<file path="src/rtl/pllctl_pkg.sv">
package pllctl_pkg;
  localparam int REG_W   = 8;
  localparam int BIT_IE  = 7;
  localparam int BIT_FLG = 6;
  localparam int BIT_ON  = 5;
  localparam int BIT_BCS = 4;
  localparam int PRE_LO  = 2;
  localparam int PRE_W   = 2;
  localparam int VPR_LO  = 0;
  localparam int VPR_W   = 2;
  localparam logic [REG_W-1:0] RESET_VIEW = 8'h20;

  typedef struct packed {
    logic             ie;
    logic             flag;
    logic             on;
    logic             bcs;
    logic [PRE_W-1:0] pre;
    logic [VPR_W-1:0] vpr;
  } ctl_reg_t;
endpackage

</file>
<file path="src/rtl/pllctl_lock_edge.sv">
module pllctl_lock_edge #(
  parameter int SYNC_STAGES = 2
) (
  input  logic clk,
  input  logic rst_n,
  input  logic lock_raw,
  output logic edge_pulse
);
  localparam int LAST = SYNC_STAGES;

  // stages 0..SYNC_STAGES-1 synchronize, stage LAST holds the previous value
  logic [LAST:0] chain_q;

  always_ff @(posedge clk) begin
    if (!rst_n) chain_q <= '0;
    else        chain_q <= {chain_q[LAST-1:0], lock_raw};
  end

  assign edge_pulse = chain_q[LAST] ^ chain_q[LAST-1];
endmodule

</file>
<file path="src/rtl/pllctl_regfile.sv">
module pllctl_regfile
  import pllctl_pkg::*;
(
  input  logic             clk,
  input  logic             rst_n,
  input  logic             wr_en,
  input  logic             rd_en,
  input  logic [REG_W-1:0] wdata,
  input  logic             auto_mode,
  input  logic             edge_pulse,
  output ctl_reg_t         state_q
);
  ctl_reg_t nxt;
  logic     unused_bit6;

  assign unused_bit6 = wdata[BIT_FLG];

  always_comb begin
    nxt = state_q;
    if (wr_en) begin
      if (auto_mode) nxt.ie = wdata[BIT_IE];
      // the loop enable stays up while the old select points at the loop clock
      nxt.on  = wdata[BIT_ON] | (state_q.bcs & state_q.on);
      nxt.bcs = wdata[BIT_BCS];
      nxt.pre = wdata[PRE_LO +: PRE_W];
      nxt.vpr = wdata[VPR_LO +: VPR_W];
    end
    if (rd_en)      nxt.flag = 1'b0;
    if (edge_pulse) nxt.flag = 1'b1;
  end

  always_ff @(posedge clk) begin
    if (!rst_n) state_q <= ctl_reg_t'(RESET_VIEW);
    else        state_q <= nxt;
  end
endmodule

</file>
<file path="src/rtl/pllctl_top.sv">
module pllctl_top
  import pllctl_pkg::*;
#(
  parameter int SYNC_STAGES = 2
) (
  input  logic             clk,
  input  logic             rst_n,
  input  logic             sel,
  input  logic             wr_stb,
  input  logic             rd_stb,
  input  logic [REG_W-1:0] wdata,
  output logic [REG_W-1:0] rdata,
  input  logic             lock_raw,
  input  logic             auto_mode,
  output logic             pll_on_o,
  output logic             clk_sel_o,
  output logic [PRE_W-1:0] prescale_o,
  output logic [VPR_W-1:0] vco_range_o,
  output logic             irq_o
);
  logic     wr_en, rd_en, edge_pulse;
  ctl_reg_t state_q;
  ctl_reg_t view;

  assign wr_en = sel & wr_stb;
  assign rd_en = sel & rd_stb;

  pllctl_lock_edge #(.SYNC_STAGES(SYNC_STAGES)) u_edge (
    .clk(clk), .rst_n(rst_n), .lock_raw(lock_raw), .edge_pulse(edge_pulse)
  );

  pllctl_regfile u_reg (
    .clk(clk), .rst_n(rst_n), .wr_en(wr_en), .rd_en(rd_en), .wdata(wdata),
    .auto_mode(auto_mode), .edge_pulse(edge_pulse), .state_q(state_q)
  );

  always_comb begin
    view      = state_q;
    view.ie   = state_q.ie & auto_mode;
    view.flag = state_q.flag & auto_mode;
  end

  assign rdata       = rd_en ? REG_W'(view) : '0;
  assign irq_o       = view.ie & view.flag;
  assign pll_on_o    = state_q.on;
  assign clk_sel_o   = state_q.bcs;
  assign prescale_o  = state_q.pre;
  assign vco_range_o = state_q.vpr;
endmodule

</file>
<file path="config.mk">
export PLATFORM = sky130hd
export DESIGN_NAME = pllctl_top
export DESIGN_NICKNAME = d
export VERILOG_FILES = /design/src/rtl/pllctl_pkg.sv /design/src/rtl/pllctl_lock_edge.sv /design/src/rtl/pllctl_regfile.sv /design/src/rtl/pllctl_top.sv
export SDC_FILE = /design/constraint.sdc
export NUM_CORES = 1
export LEC_CHECK = 0
export ABC_AREA = 1
export ABC_CLOCK_PERIOD_IN_PS = 1600
export BUFFER_PORTS_ARGS = -buffer_cell sky130_fd_sc_hd__buf_2
export CORE_MARGIN = 10
export CORE_UTILIZATION = 35
export CTS_CLUSTER_DIAMETER = 50
export DETAILED_ROUTE_END_ITERATION = 12
export GPL_TIMING_DRIVEN = 0
export PLACE_DENSITY = 0.67
export SETUP_SLACK_MARGIN = 0.5
export SLEW_MARGIN = 30
export SYNTH_ARGS = -nofsm -noshare
export SYNTH_HDL_FRONTEND = slang
export SYNTH_SLANG_ARGS = --single-unit
export TNS_END_PERCENT = 1
</file>
<file path="constraint.sdc">
create_clock -name clk -period 1.6 [get_ports clk]
set_input_delay 0.08 -clock clk [delete_from_list [all_inputs] [get_ports clk]]
set_output_delay 0.08 -clock clk [all_outputs]
set_load 0.01 [all_outputs]
</file>
==> flow_summary.json <==
{
  "p_per_area_nw_per_um2": 857,
  "hp-start": "wdata[5]",
  "start_util_pct": 37.2,
  "holdWs_ns": 0.0176,
  "cp.arrival_ns": 0.91,
  "slew_viol_final": 0,
  "r2r_cells": 5,
  "grt_usage_pct": 8.72,
  "crit_slowest_cell": "dfxtp_1",
  "cts_resized": 0,
  "path_delay_family": "flip-flops",
  "grt_overflow_total": 0,
  "vdd_drop_max_v": 0.000351,
  "grt_pass1_wl_mm": 2.24,
  "min_to": "u_reg.state_q[5]$_SDFFE_PN1P_",
  "dieArea_sq_um": 3300,
  "vias": 514,
  "r2r-start": "u_edge.chain_q[1]$_SDFF_PN0_",
  "postPlaceCellArea_sq_um": 649,
  "worstPathBufferInverterCount": 2,
  "via_per_inst": 4.21,
  "finalWirelength_mm": 1.28,
  "syn-instance-count": 74,
  "grt_start_max_net_pins": 11,
  "synth_warnings": 0,
  "yosysSeqAreaShare_pct": 44.9,
  "clk_latency_ns": 0.28,
  "avgSynthCellArea_sq_um": 6.63,
  "worstSetupStartpointType": "flop",
  "synth_area_leaders": "dfxtp_1 (45%), nor2_1 (16%), inv_1 (9.9%)",
  "wl_per_cell_microns": 10.5,
  "cts.sinks": 11,
  "crit_fanout": 4,
  "clock_skew_ns": 0.00508,
  "numCtsBuffers": 3,
  "worst-endpoint-required_ns": 1.52,
  "drive_gt1_share_pct": 36.4,
  "die_w_microns": 57.4,
  "hold_class": "in -> reg",
  "tns_ns": 0,
  "htree_levels": 1,
  "hpwlAfterDp_mm": 1.03,
  "path_clk_slew_ns": 0.07,
  "ant_nets": 0,
  "layout_min_cycle_time_ns": 0.989,
  "globalplace.congestion": 0.703,
  "finish.instance_area_sq_um": 686,
  "diodes": 0,
  "port-buffer-count": 28,
  "outcome": "completed",
  "antenna_found_initial": 0,
  "syn_area_sq_um": 490,
  "grt_pass1_vias": 546,
  "firstDrtPassIters": 4,
  "syn_to_final_growth_pct": 39.8,
  "clockRootBuffer": "clkbuf_4",
  "worst_pin_slew_ns": 0.182,
  "drcViolationCount": 0,
  "drt-initial-drc-count": 6,
  "rows": 13,
  "synth_top_cell_by_area": "dfxtp_1",
  "critPathMaxStageDelay_ns": 0.36,
  "synthesis.nets": 89,
  "whs_path_depth": 3,
  "leakage_nw": 0.399,
  "io_pins": 30,
  "path_class": "reg -> out",
  "nets": 123,
  "fin_crit_sh_pct": 61.8,
  "relSlewSlack_pct": 87.8,
  "r2r_end": "u_reg.state_q[6]$_SDFFE_PN0P_",
  "path_cells": "inv_1, nor2_1, buf_2",
  "core_sq_um": 1320,
  "die_h_microns": 57.4,
  "ff2ff_setup_slack_ns": 0.89,
  "worst_setup_path_end_kind": "output pin",
  "cts_tree": "done",
  "clk_path_buf_depth": 2,
  "rsz0062_at_grt": "no",
  "fmax_mhz": 1010,
  "ys_ff_latch": 11,
  "synth_top_area_share_pct": 44.9,
  "fin_util_pct": 52.0,
  "hold_viol": 0,
  "setup_viol": 0,
  "synth_cell_types": 10,
  "drv_cap": 0
}
==> worst register-to-register path, stage by stage, from the launching register on <==
cell and delay [ns]:
dfxtp_1 0.35, inv_1 0.05, nand2_1 0.05, nand3_1 0.07, nand2_1 0.06, inv_1 0.03
==> routing by layer <==
metal | global-route usage (%) | vias to the layer above | routed length (microns) | share of wire, %
li1 | - | 280 | - | -
met1 | 7.70 | 208 | 478 | 37
met4 | 7.05 | 0 | 36 | 2.8
met5 | 0 | - | 0 | 0
met2 | 13.7 | 21 | 599 | 47
met3 | 5.75 | 5 | 167 | 13
==> report_power, final <==
group	leakage (nW)	internal, mW	switching, mW
clock	0.0150	0.0968	0.0961
combinational	0.294	0.0461	0.0484
sequential	0.0906	0.290	0.0101
total	0.399	0.433	0.155
==> flip-flops by register name, summed over array words and instances, names as in the netlist <==
| name | flops |
|---|---|
| u_reg.state_q | 8 |
| u_edge.chain_q | 3 |
==> per-stage QoR <==
step,power (mW),setup slack [ns],instances
after floorplan,0.359,0.909,74
after global placement,0.399,0.850,117
after detailed placement,0.401,0.854,117
after CTS,0.599,0.587,122
after global routing,0.630,0.525,122
final,0.587,0.611,122
==> what timing repair did <==
item                                   4_1_cts  5_1_grt
endpoints found under the hold margin        1        0
hold buffers                                 1        0
setup buffers                                0        0
==> cell type report <==
type	instances	area [sq um]
multi-input combinational	44	181
sequential	11	220
clock buffer	4	26.3
tap	15	18.8
timing repair buffer	29	150
inverter	14	53.8
fill	158	632
buffer	5	35.0
==> cells by family after synthesis <==
| kind of cell | Yosys count | share of synthesized area (%) |
|---|---|---|
| buf+inv | 19 | 18.1 |
| simple gates | 38 | 30.9 |
| compound gates | 6 | 6.12 |
| flops | 11 | 44.9 |
==> how the worst max path moves through the flow <==
stage,start,end,slack [ns],cells past startpoint
2_1_floorplan,u_reg.state_q[4]$_SDFFE_PN0P_,rdata[4],0.91,2
3_3_place_gp,sel,u_reg.state_q[5]$_SDFFE_PN1P_,0.85,5
3_5_place_dp,sel,u_reg.state_q[5]$_SDFFE_PN1P_,0.85,5
4_1_cts,u_reg.state_q[7]$_SDFFE_PN0P_,irq_o,0.59,3
5_1_grt,u_reg.state_q[5]$_SDFFE_PN1P_,rdata[5],0.53,3
6_report,u_reg.state_q[4]$_SDFFE_PN0P_,rdata[4],0.61,3
==> synthesized netlist by cell type <==
cell type and n:
buf_2 1, buf_4 4, clkinv_2 1, dfxtp_1 11
inv_1 13, nand2_1 12, nand2_2 2, nand3_1 3
nor2_1 21, o21ai_0 6
==> layout by cell type, fill, tap and decap left out <==
cell type	count
clkbuf_4	3
dfxtp_1	11
nand2_2	2
inv_1	13
nand2_1	12
o21ai_0	6
buf_2	29
clkbuf_1	1
nor2_1	21
nand3_1	3
dlygate4sd3_1	1
clkinv_2	1
buf_4	4
No activity file was read; power rests on OpenSTA's default activity.
